`src/rtl/diskRegPkg.sv`:
```
package diskRegPkg;

  typedef enum logic [1:0] {
    PH_IDLE = 2'd0,
    PH_PREP = 2'd1,
    PH_EXEC = 2'd2
  } phaseT;

  localparam logic [7:0] CMD_RESTORE   = 8'h00;
  localparam logic [7:0] CMD_SEEK      = 8'h10;
  localparam logic [7:0] CMD_SEEK_VFY  = 8'h14;
  localparam logic [7:0] CMD_RD_ONE    = 8'h80;
  localparam logic [7:0] CMD_RD_MANY   = 8'h90;
  localparam logic [7:0] CMD_WR_PROT   = 8'hA0;
  localparam logic [7:0] CMD_WR_PLAIN  = 8'hA2;
  localparam logic [7:0] CMD_FORCE_INT = 8'hD0;
  localparam logic [7:0] CMD_FMT_TRACK = 8'hF0;

  localparam logic [1:0] OFS_CMD  = 2'd0;
  localparam logic [1:0] OFS_TRK  = 2'd1;
  localparam logic [1:0] OFS_SEC  = 2'd2;
  localparam logic [1:0] OFS_DATA = 2'd3;

  // strobes from control to datapath
  typedef struct packed {
    logic ldTrk;
    logic ldSec;
    logic ldData;
    logic restore;
    logic seek;
    logic xferInit;
    logic clrTrk0;
    logic memRd;
    logic memWr;
    logic advance;
    logic setErr;
    logic rdFromMem;
    logic busy;
    logic dreq;
  } ctrlStrobeT;

endpackage

```
`src/rtl/diskRegCtrl.sv`:
```
module diskRegCtrl
  import diskRegPkg::*;
#(
  parameter int PREP_TICKS = 5,
  parameter int EXEC_TICKS = 5
) (
  input  logic       clk,
  input  logic       rstN,
  input  logic       hostSel,
  input  logic       hostWr,
  input  logic [1:0] hostAddr,
  input  logic [7:0] hostWdata,
  input  logic       secLast,
  output ctrlStrobeT strb,
  output logic       hostReady
);

  localparam int CNT_MAX = (PREP_TICKS > EXEC_TICKS) ? PREP_TICKS : EXEC_TICKS;
  localparam int CNT_W   = $clog2(CNT_MAX + 1);
  localparam logic [CNT_W-1:0] PREP_LOAD = CNT_W'(PREP_TICKS);
  localparam logic [CNT_W-1:0] EXEC_LOAD = CNT_W'(EXEC_TICKS);
  localparam logic [CNT_W-1:0] CNT_ONE   = CNT_W'(1);

  phaseT            phase;
  logic [CNT_W-1:0] tickCnt;
  logic [7:0]       cmdReg;
  logic             waitRd;

  logic isRdCmd, isWrCmd, isMultiCmd, inExec;
  logic cmdWr, dataRdStart, wrXfer, badRd, advance, stopCode;
  logic newRestore, newSeek, newXfer;

  always_comb begin
    isRdCmd    = (cmdReg == CMD_RD_ONE) || (cmdReg == CMD_RD_MANY);
    isWrCmd    = (cmdReg == CMD_WR_PROT) || (cmdReg == CMD_WR_PLAIN);
    isMultiCmd = (cmdReg == CMD_RD_MANY);
    inExec     = (phase == PH_EXEC);

    cmdWr       = hostSel && hostWr && (hostAddr == OFS_CMD) && !waitRd;
    dataRdStart = hostSel && !hostWr && (hostAddr == OFS_DATA) && inExec && isRdCmd && !waitRd;
    wrXfer      = hostSel && hostWr && (hostAddr == OFS_DATA) && inExec && isWrCmd;
    badRd       = hostSel && !hostWr && (hostAddr == OFS_DATA) && !(inExec && isRdCmd) && !waitRd;
    advance     = waitRd || wrXfer;

    stopCode   = (hostWdata == CMD_FORCE_INT) || (hostWdata == CMD_FMT_TRACK);
    newRestore = (hostWdata == CMD_RESTORE);
    newSeek    = (hostWdata == CMD_SEEK) || (hostWdata == CMD_SEEK_VFY);
    newXfer    = (hostWdata == CMD_RD_ONE) || (hostWdata == CMD_RD_MANY) ||
                 (hostWdata == CMD_WR_PROT) || (hostWdata == CMD_WR_PLAIN);

    strb.ldTrk     = hostSel && hostWr && (hostAddr == OFS_TRK);
    strb.ldSec     = hostSel && hostWr && (hostAddr == OFS_SEC);
    strb.ldData    = hostSel && hostWr && (hostAddr == OFS_DATA) && !(inExec && isWrCmd);
    strb.restore   = cmdWr && newRestore;
    strb.seek      = cmdWr && newSeek;
    strb.xferInit  = cmdWr && newXfer;
    strb.clrTrk0   = cmdWr && (newXfer || stopCode);
    strb.memRd     = dataRdStart;
    strb.memWr     = wrXfer;
    strb.advance   = advance;
    strb.setErr    = badRd || (cmdWr && (hostWdata == CMD_FMT_TRACK));
    strb.rdFromMem = waitRd;
    strb.busy      = inExec;
    strb.dreq      = inExec && (isRdCmd || isWrCmd);

    hostReady = !dataRdStart;
  end

  always_ff @(posedge clk or negedge rstN) begin
    if (!rstN) begin
      phase   <= PH_IDLE;
      tickCnt <= '0;
      cmdReg  <= CMD_RESTORE;
      waitRd  <= 1'b0;
    end else begin
      waitRd <= dataRdStart;
      if (cmdWr) begin
        cmdReg <= hostWdata;
        if (stopCode) begin
          phase   <= PH_IDLE;
          tickCnt <= '0;
        end else begin
          phase   <= PH_PREP;
          tickCnt <= PREP_LOAD;
        end
      end else if (advance) begin
        if (secLast && !isMultiCmd) begin
          phase   <= PH_IDLE;
          tickCnt <= '0;
        end else begin
          tickCnt <= EXEC_LOAD;
        end
      end else if (!dataRdStart) begin
        case (phase)
          PH_PREP: begin
            if (tickCnt == CNT_ONE) begin
              phase   <= PH_EXEC;
              tickCnt <= EXEC_LOAD;
            end else begin
              tickCnt <= tickCnt - CNT_ONE;
            end
          end
          PH_EXEC: begin
            if (tickCnt == CNT_ONE) begin
              phase   <= PH_IDLE;
              tickCnt <= '0;
            end else begin
              tickCnt <= tickCnt - CNT_ONE;
            end
          end
          default: tickCnt <= '0;
        endcase
      end
    end
  end


  prep_entry_chk: assert property (@(posedge clk) disable iff (!rstN)
    (cmdWr && !stopCode) |=> (phase == PH_PREP && tickCnt == PREP_LOAD));


  exec_handover_chk: assert property (@(posedge clk) disable iff (!rstN)
    (phase == PH_PREP && tickCnt == CNT_ONE && !cmdWr) |=> (phase == PH_EXEC && tickCnt == EXEC_LOAD));


  force_int_chk: assert property (@(posedge clk) disable iff (!rstN)
    (cmdWr && hostWdata == CMD_FORCE_INT) |=> (phase == PH_IDLE && tickCnt == '0));


  rd_answer_chk: assert property (@(posedge clk) disable iff (!rstN)
    dataRdStart |=> (waitRd && hostReady && phase == PH_EXEC));


  sector_stop_chk: assert property (@(posedge clk) disable iff (!rstN)
    (advance && secLast && !isMultiCmd && !cmdWr) |=> (phase == PH_IDLE));


  stall_end_chk: assert property (@(posedge clk) disable iff (!rstN)
    (inExec && tickCnt == CNT_ONE && !advance && !dataRdStart && !cmdWr) |=> (phase == PH_IDLE));

endmodule

```
`src/rtl/diskRegDatapath.sv`:
```
module diskRegDatapath
  import diskRegPkg::*;
#(
  parameter int ADDR_W       = 20,
  parameter int NUM_SIDES    = 2,
  parameter int SECT_PER_TRK = 9,
  parameter int SECT_BYTES   = 512
) (
  input  logic              clk,
  input  logic              rstN,
  input  logic [1:0]        hostAddr,
  input  logic [7:0]        hostWdata,
  input  logic              sideSel,
  input  ctrlStrobeT        strb,
  input  logic [7:0]        memRdata,
  output logic [7:0]        hostRdata,
  output logic [ADDR_W-1:0] memAddr,
  output logic [7:0]        memWdata,
  output logic              memRdEn,
  output logic              memWrEn,
  output logic              secLast,
  output logic              protoErr
);

  localparam int SECT_SHIFT = $clog2(SECT_BYTES);

  logic [7:0]        trkReg, secReg, dataReg;
  logic [ADDR_W-1:0] byteAddr, xferBase;
  logic [31:0]       secIdx;
  logic              trkZero;
  logic [7:0]        statusByte;

  always_comb begin
    secIdx = ((32'(trkReg) * 32'(NUM_SIDES) + 32'(sideSel)) * 32'(SECT_PER_TRK))
             + 32'(secReg) - 32'd1;
    xferBase   = ADDR_W'(secIdx << SECT_SHIFT);
    secLast    = &byteAddr[SECT_SHIFT-1:0];
    statusByte = {1'b1, 4'b0000, trkZero, strb.dreq, strb.busy};
    memAddr    = byteAddr;
    memWdata   = hostWdata;
    memRdEn    = strb.memRd;
    memWrEn    = strb.memWr;
    if (strb.rdFromMem) begin
      hostRdata = memRdata;
    end else begin
      case (hostAddr)
        OFS_CMD: hostRdata = statusByte;
        OFS_TRK: hostRdata = trkReg;
        OFS_SEC: hostRdata = secReg;
        default: hostRdata = dataReg;
      endcase
    end
  end

  always_ff @(posedge clk or negedge rstN) begin
    if (!rstN) begin
      trkReg   <= '0;
      secReg   <= '0;
      dataReg  <= '0;
      byteAddr <= '0;
      trkZero  <= 1'b0;
      protoErr <= 1'b0;
    end else begin
      if (strb.ldSec)  secReg  <= hostWdata;
      if (strb.ldData) dataReg <= hostWdata;
      if (strb.restore) begin
        trkReg  <= '0;
        trkZero <= 1'b1;
      end else if (strb.seek) begin
        trkReg  <= dataReg;
        trkZero <= (dataReg == 8'd0);
      end else if (strb.ldTrk) begin
        trkReg <= hostWdata;
      end
      if (strb.clrTrk0) trkZero <= 1'b0;
      if (strb.xferInit) begin
        byteAddr <= xferBase;
      end else if (strb.advance) begin
        byteAddr <= byteAddr + ADDR_W'(1);
      end
      if (strb.setErr) protoErr <= 1'b1;
    end
  end


  addr_step_chk: assert property (@(posedge clk) disable iff (!rstN)
    (strb.advance && !strb.xferInit) |=> (byteAddr == $past(byteAddr) + ADDR_W'(1)));


  err_sticky_chk: assert property (@(posedge clk) disable iff (!rstN)
    protoErr |=> protoErr);


  restore_trk_chk: assert property (@(posedge clk) disable iff (!rstN)
    strb.restore |=> (trkReg == 8'd0 && trkZero));


  xfer_clear_chk: assert property (@(posedge clk) disable iff (!rstN)
    strb.xferInit |=> !trkZero);

endmodule

```
`src/rtl/diskRegEngine.sv`:
```
module diskRegEngine
  import diskRegPkg::*;
#(
  parameter int ADDR_W       = 20,
  parameter int NUM_SIDES    = 2,
  parameter int SECT_PER_TRK = 9,
  parameter int SECT_BYTES   = 512,
  parameter int PREP_TICKS   = 5,
  parameter int EXEC_TICKS   = 5
) (
  input  logic              clk,
  input  logic              rstN,
  input  logic              hostSel,
  input  logic              hostWr,
  input  logic [1:0]        hostAddr,
  input  logic [7:0]        hostWdata,
  output logic [7:0]        hostRdata,
  output logic              hostReady,
  input  logic              sideSel,
  output logic [ADDR_W-1:0] memAddr,
  output logic              memRdEn,
  output logic              memWrEn,
  output logic [7:0]        memWdata,
  input  logic [7:0]        memRdata,
  output logic              protoErr
);

  ctrlStrobeT strb;
  logic       secLast;

  diskRegCtrl #(
    .PREP_TICKS(PREP_TICKS),
    .EXEC_TICKS(EXEC_TICKS)
  ) i_ctrl (
    .clk      (clk),
    .rstN     (rstN),
    .hostSel  (hostSel),
    .hostWr   (hostWr),
    .hostAddr (hostAddr),
    .hostWdata(hostWdata),
    .secLast  (secLast),
    .strb     (strb),
    .hostReady(hostReady)
  );

  diskRegDatapath #(
    .ADDR_W      (ADDR_W),
    .NUM_SIDES   (NUM_SIDES),
    .SECT_PER_TRK(SECT_PER_TRK),
    .SECT_BYTES  (SECT_BYTES)
  ) i_dp (
    .clk      (clk),
    .rstN     (rstN),
    .hostAddr (hostAddr),
    .hostWdata(hostWdata),
    .sideSel  (sideSel),
    .strb     (strb),
    .memRdata (memRdata),
    .hostRdata(hostRdata),
    .memAddr  (memAddr),
    .memWdata (memWdata),
    .memRdEn  (memRdEn),
    .memWrEn  (memWrEn),
    .secLast  (secLast),
    .protoErr (protoErr)
  );

endmodule

```
`config.mk`:
```
export PLATFORM = sky130hd
export DESIGN_NAME = diskRegEngine
export DESIGN_NICKNAME = d
export VERILOG_FILES = /design/src/rtl/diskRegPkg.sv /design/src/rtl/diskRegCtrl.sv /design/src/rtl/diskRegDatapath.sv /design/src/rtl/diskRegEngine.sv
export SDC_FILE = /design/constraint.sdc
export NUM_CORES = 1
export LEC_CHECK = 0
export ABC_AREA = 1
export BUFFER_PORTS_ARGS = -buffer_cell sky130_fd_sc_hd__clkbuf_2
export CAP_MARGIN = 20
export CELL_PAD_IN_SITES_DETAIL_PLACEMENT = 1
export CELL_PAD_IN_SITES_GLOBAL_PLACEMENT = 2
export CORE_MARGIN = 3
export CORE_UTILIZATION = 36
export DETAILED_ROUTE_END_ITERATION = 8
export PLACE_DENSITY_LB_ADDON = 0.1
export SLEW_MARGIN = 30
export SYNTH_ARGS = -nofsm -noshare
export SYNTH_HDL_FRONTEND = slang
export SYNTH_SLANG_ARGS = --single-unit
```
`constraint.sdc`:
```
create_clock -name clk -period 7.13 [get_ports clk]
set_input_delay 1.426 -clock clk [delete_from_list [all_inputs] [get_ports clk]]
set_output_delay 1.426 -clock clk [all_outputs]
set_load 0.02 [all_outputs]
```
; ---- After elaboration in Yosys (flattened, before gate mapping)
; Cells that the tools add are included.
[word_totals]
register_bits = 60
in_bits = 23
word_cells = 115
output_inout_bits = 40
[op_classes]
mux = 26
eq_ne = 22
reduce_logical = 51
mul = 1
addsub = 5
[ops]
columns = operator, n
row1 = $eq 8x8->1 const B, 10
row2 = $mux 20, 2
row3 = $mul 32x4->11 const B, 1
row4 = $mux 8, 4
row5 = $logic_and 1x1->1, 25
row6 = $pmux 8 s3, 1
row7 = $mux 3, 7
row8 = $add 20x1->20 const B, 1
row9 = $eq 8x5->1 const B, 2
row10 = $logic_not 8->1, 2
row11 = $mux 2, 6
row12 = $add 11x8->11, 1
row13 = $logic_or 1x1->1, 11
row14 = $sub 11x1->11 const B, 1
row15 = $add 9x1->10, 1
row16 = $reduce_and 9->1, 1
row17 = $eq 2x2->1 const B, 3
row18 = $logic_not 1->1, 6
row19 = $ne 3x2->1 const B, 2
row20 = $pmux 3 s2, 1
row21 = $reduce_bool 3->1, 2
row22 = $reduce_and 5->1, 1
row23 = $eq 2x1->1 const B, 2
row24 = $mux 1, 4
row25 = 8 further kinds, 8

; ---- Logic depth before layout (Yosys ltp)
[logic_depth]
depth_word = 9
ltp_mapped = 16
depth_no_buf = 16

; ---- By module
; A second synthesis with hierarchy kept.
[unflattened]
cells_unflattened = 633
hier_area_um2 = 4659.5
[modules_own_cells]
columns = mod, cells_each, seq_area_each_um2, instances, area_per_inst_um2
row1 = diskRegDatapath, 481, 1151.1, 1, 3609.7
row2 = diskRegCtrl, 152, 350.3, 1, 1049.8

; ---- Worst setup path before layout
; Ideal clock, no wire load.
[synth_path]
kind = input port to output port
startpoint = in hostAddr[0]
endpoint = out hostRdata[0]
required_ns = 5.704
path_buffers = 1
path_stages = 8
path_slack_ns = 3.283
arrival_time_ns = 2.421
cell_sequence = buf_6 inv_1 nand2_1 inv_1 nand2_1 o21ai_0 a211oi_1 o21ai_0
[synth_via]
elab_chain_cells = 3
[synth_rtl]
columns = item, line_no
row1 = "start, declared", diskRegEngine.sv:15  ; input logic [1:0] hostAddr,
row2 = $eq 2x2->1 (tied with other cells), diskRegDatapath.sv:46  ; case (hostAddr)
row3 = $pmux 8 s3 (*), diskRegDatapath.sv:46
row4 = $mux 8 (*), diskRegDatapath.sv:43  ; if (strb.rdFromMem) begin
row5 = "end, declared", diskRegEngine.sv:17  ; output logic [7:0] hostRdata,
; Mark *: on every way between the ends. The rest lies on a longest branch, timed or not.

; ---- Worst setup path in the final report
[layout_path]
startpoint = in hostAddr[0]
endpoint = out memRdEn
[layout_via]
elab_chain_cells = 5
[layout_rtl]
columns = item, line_no
row1 = $eq 2x2->1, diskRegCtrl.sv:40  ; dataRdStart = hostSel && !hostWr && (hostAddr == OFS_DATA) && inExec && isRdCmd && !waitRd;
row2 = $logic_and 1x1->1 (4 in series), diskRegCtrl.sv:40
row3 = "end, declared", diskRegEngine.sv:21  ; output logic memRdEn,
; No other way between the ends.

==> impl_metrics.prom <==
# TYPE chip_impl_metric gauge
chip_impl_info{name="outcome",value="complete, no violations"} 1
chip_impl_metric{name="timing.final.ws_setup",unit="ns"} 3.11
chip_impl_metric{name="via_count_of_the_first_global_routing_pass",unit=""} 4710
chip_impl_metric{name="clock_power_share",unit="%"} 26.6
chip_impl_metric{name="yosysWarnings",unit=""} 0
chip_impl_metric{name="dr_wl_met2",unit="um"} 6880
chip_impl_metric{name="vdd_ir_max",unit="mV"} 0.162
chip_impl_metric{name="dpl.cell_count",unit=""} 877
chip_impl_metric{name="routabilityCongestion",unit=""} 0.853
chip_impl_metric{name="placedInstanceArea",unit="um^2"} 5090
chip_impl_metric{name="setup_viol",unit=""} 0
chip_impl_metric{name="fmaxAchievable",unit="GHz"} 0.249
chip_impl_metric{name="grt_util_all_layers",unit="%"} 21.1
chip_impl_metric{name="final_net_count",unit=""} 778
chip_impl_info{name="top_layer",value="met4"} 1
chip_impl_metric{name="max_slew.worst_pin.slew",unit="ns"} 0.841
chip_impl_metric{name="drt-met1-wl",unit="um"} 6730
chip_impl_info{name="buffer_type_at_the_clock_tree_root",value="clkbuf_16"} 1
chip_impl_info{name="worst_hold_path_type",value="reg -> reg"} 1
chip_impl_metric{name="sw_frac_of_total",unit="%"} 42.2
chip_impl_metric{name="layout-drive-gt1-share",unit="%"} 14.7
chip_impl_info{name="critPathCapture",value="memRdEn"} 1
chip_impl_metric{name="grt_start_max_net_pins",unit=""} 61
chip_impl_metric{name="total_die_area",unit="um^2"} 14500
chip_impl_metric{name="io_buffers",unit=""} 62
chip_impl_metric{name="nFillCells",unit=""} 1673
chip_impl_metric{name="num_io_pins",unit=""} 63
chip_impl_metric{name="antennaDiodeCount",unit=""} 0
chip_impl_metric{name="final-hold-violation-count",unit=""} 0
chip_impl_info{name="timing.critical_path.from",value="hostAddr[0]"} 1
chip_impl_metric{name="timing.critical_path.arrival",unit="ns"} 2.59
chip_impl_metric{name="internal-power",unit="uW"} 992
chip_impl_metric{name="cap_violations",unit=""} 0
chip_impl_metric{name="comb_power_share",unit="%"} 46.9
chip_impl_metric{name="final_number_of_max_transition_violations",unit=""} 0
chip_impl_metric{name="clkSinkCount",unit=""} 60
chip_impl_info{name="critical_path.startpoint_type",value="input pin"} 1
chip_impl_info{name="tritoncts",value="built"} 1
chip_impl_metric{name="cts_setup_buffers",unit=""} 0
chip_impl_metric{name="route.detailed.vias_per_inst",unit=""} 4.97
chip_impl_metric{name="switching_power",unit="uW"} 725
chip_impl_metric{name="design.core.area",unit="um^2"} 12700
chip_impl_metric{name="finalNonFillerCells",unit=""} 892
chip_impl_metric{name="clkTransAtPathRegs",unit="ns"} 0.05
chip_impl_metric{name="timing.critical_path.required",unit="ns"} 5.70
chip_impl_metric{name="worst_hold_slack",unit="ns"} 0.492
chip_impl_metric{name="die_height",unit="um"} 121
chip_impl_metric{name="placementRows",unit=""} 41
chip_impl_metric{name="reg2reg_slack",unit="ns"} 4.04
chip_impl_metric{name="routed_antenna_nets",unit=""} 0
chip_impl_metric{name="final_core_utilization",unit="%"} 42.5
chip_impl_metric{name="antenna_found_initial",unit=""} 0
chip_impl_metric{name="totalWireLength",unit="um"} 14400
chip_impl_metric{name="p_seq_share",unit="%"} 26.6
chip_impl_metric{name="synthToLayoutAreaGrowth",unit="%"} 14.4
chip_impl_metric{name="placement.setup.worst_slack",unit="ns"} 3.12
chip_impl_metric{name="post_cts_hold_buffer_count",unit=""} 0
chip_impl_metric{name="global_route.overflow_total",unit=""} 0
chip_impl_metric{name="die-width",unit="um"} 121
chip_impl_metric{name="slew_headroom",unit="%"} 44.0
chip_impl_metric{name="drc",unit=""} 0
chip_impl_info{name="rsz0062_at_grt",value="false"} 1
chip_impl_metric{name="worstSkewPairLatency",unit="ns"} 0.34
chip_impl_metric{name="cts_buffers",unit=""} 9
chip_impl_info{name="timing.rr.end",value="i_dp.memAddr[19]$_DFFE_PN0P_"} 1
chip_impl_metric{name="drt_pre_antenna_iters",unit=""} 4
chip_impl_metric{name="wire_length_of_the_first_global_routing_pass",unit="um"} 24000
chip_impl_metric{name="drt_iter0_markers",unit=""} 219
chip_impl_metric{name="synth.lib_cells_used.distinct",unit=""} 38
chip_impl_metric{name="clock_tree.htree_level_count",unit=""} 3
chip_impl_metric{name="syn-mean-instance-area",unit="um^2"} 7.12
chip_impl_metric{name="ys_seq_area_share",unit="%"} 31.8
chip_impl_metric{name="crit_fanout",unit=""} 8
chip_impl_info{name="critPathCaptureType",value="primary output"} 1
chip_impl_metric{name="sum_of_met3_wire_segment_lengths_after_detailed_routing",unit="um"} 559
chip_impl_metric{name="powerDensity",unit="nW/um^2"} 318
chip_impl_metric{name="avgRoutedWirePerCell",unit="um"} 16.1
chip_impl_metric{name="number_of_vias_in_the_routed_layout",unit=""} 4432
chip_impl_metric{name="synth.ff_latch_count",unit=""} 60
chip_impl_metric{name="final_design_area_no_fill",unit="um^2"} 5400
chip_impl_metric{name="power.total",unit="mW"} 1.72
chip_impl_info{name="crit-reg2reg-launch",value="i_dp.secReg[5]$_DFFE_PN0P_"} 1
chip_impl_metric{name="tns",unit="ns"} 0
chip_impl_metric{name="initial_utilization",unit="%"} 37.1
chip_impl_metric{name="fin_crit_sh",unit="%"} 56.3
chip_impl_metric{name="synthesis.area",unit="um^2"} 4720
chip_impl_info{name="timing_worst_setup_path_type",value="in -> out"} 1
chip_impl_metric{name="syn_inst",unit=""} 663
chip_impl_metric{name="cts-root-to-sink-buffers",unit=""} 2
chip_impl_metric{name="cts.repair.resized",unit=""} 0
chip_impl_metric{name="p_leak",unit="nW"} 2.92
chip_impl_metric{name="syn_nets",unit=""} 725
chip_impl_metric{name="timing.final.crit_period",unit="ns"} 4.02
chip_impl_metric{name="final.setup_skew",unit="ns"} 0.00971
chip_impl_metric{name="hpwlAfterDp",unit="um"} 11300
chip_impl_metric{name="worst_reg_to_reg_path_cell_count",unit=""} 15
-- cell usage after synthesis (all sizes together) --
cell type	n	share of area, %
a221oi	4	0.74
or2	4	0.53
dfrtp	60	32
inv	111	9.0
o31ai	1	0.16
nor2	75	7.0
nand4	11	1.5
a21oi	13	1.4
nor3	9	1.1
nand3	45	5.5
and3	1	0.13
xnor2	3	0.56
a211oi	1	0.16
ha	25	6.6
o21ai	55	5.8
buf	19	3.4
nand3b	2	0.32
o211ai	3	0.48
nand2	193	16
xor2	9	1.7
clkbuf	2	0.16
a31oi	2	0.26
and2b	1	0.16
fa	14	5.9
-- power groups by stage --
stage	clock network (mW)	registers [mW]	logic, mW
6_report	0.456	0.456	0.805
5_1_grt	0.484	0.465	0.969
4_1_cts	0.468	0.457	0.826
3_5_place_dp	0	0.462	0.821
3_3_place_gp	0	0.458	0.795
2_1_floorplan	0	0.446	0.612
-- metal layers --
layer  GRT usage [%]  vias up
li1                -     2185
met1            28.5     2149
met2            35.1       85
met3            2.95       13
met4            6.52        0
met5               0        -
-- logic make-up after synthesis --
family | Yosys count | synth area share, %
AND/OR/NAND/NOR | 341 | 31.9
flip-flops | 60 | 31.8
XOR/XNOR | 12 | 2.23
AO/OA/AOI/OAI | 79 | 9.01
buffers and inverters | 132 | 12.5
adder cells (fa/ha/maj) | 39 | 12.6
-- critical path: stages --
cell and delay [ns]:
clkbuf_2 0.18, nand2_2 0.13, inv_2 0.18, and3_1 0.23, nand3_1 0.14, inv_1 0.13
clkbuf_2 0.18
-- flip-flops by register name (all words and copies together), names as in the netlist --
name            cells
i_dp.dataReg        8
i_dp.secReg         8
i_ctrl.tickCnt      3
i_ctrl.waitRd       1
i_ctrl.cmdReg       8
i_ctrl.phase        2
i_dp.trkZero        1
i_dp.memAddr       20
i_dp.protoErr       1
i_dp.trkReg         8
-- placed cells by master, fill, tap and decap left out, types with 4 or more instances in the layout --
cell type	instances
dfrtp_1	60
nand4_1	11
clkbuf_2	62
nor2_1	66
nand2_1	187
a21oi_1	13
clkbuf_16	9
ha_1	25
fa_1	14
nand2_2	5
nand3_2	4
nand3_1	40
inv_2	4
nor2_2	5
xor2_1	9
nor3_1	8
a221oi_1	4
inv_1	106
o21ai_0	52
-- worst min-delay path by stage --
stage | from | end | slack [ns] | depth (start not counted)
after global routing | i_dp.dataReg[1]$_DFFE_PN0P_ | i_dp.dataReg[1]$_DFFE_PN0P_ | 0.54 | 2
after detailed placement | i_dp.dataReg[1]$_DFFE_PN0P_ | i_dp.dataReg[1]$_DFFE_PN0P_ | 0.49 | 2
after global placement | i_dp.dataReg[1]$_DFFE_PN0P_ | i_dp.dataReg[1]$_DFFE_PN0P_ | 0.47 | 2
after floorplan | i_ctrl.cmdReg[2]$_DFFE_PN0P_ | i_ctrl.cmdReg[2]$_DFFE_PN0P_ | 0.45 | 2
after CTS | i_dp.dataReg[1]$_DFFE_PN0P_ | i_dp.dataReg[1]$_DFFE_PN0P_ | 0.50 | 2
final | i_dp.dataReg[1]$_DFFE_PN0P_ | i_dp.dataReg[1]$_DFFE_PN0P_ | 0.49 | 2
-- layout make-up --
type	instances	area, um^2	share of cell area (%)
Inverter	111	424	7.85
Timing Repair Buffer	63	318	5.88
Multi-Input combinational cell	471	2630	48.7
Sequential cell	60	1500	27.8
Tap cell	172	215	3.98
Clock buffer	12	267	4.93
Clock inverter	3	45.0	0.834
Note: power is estimated with default switching activity, not from simulation.
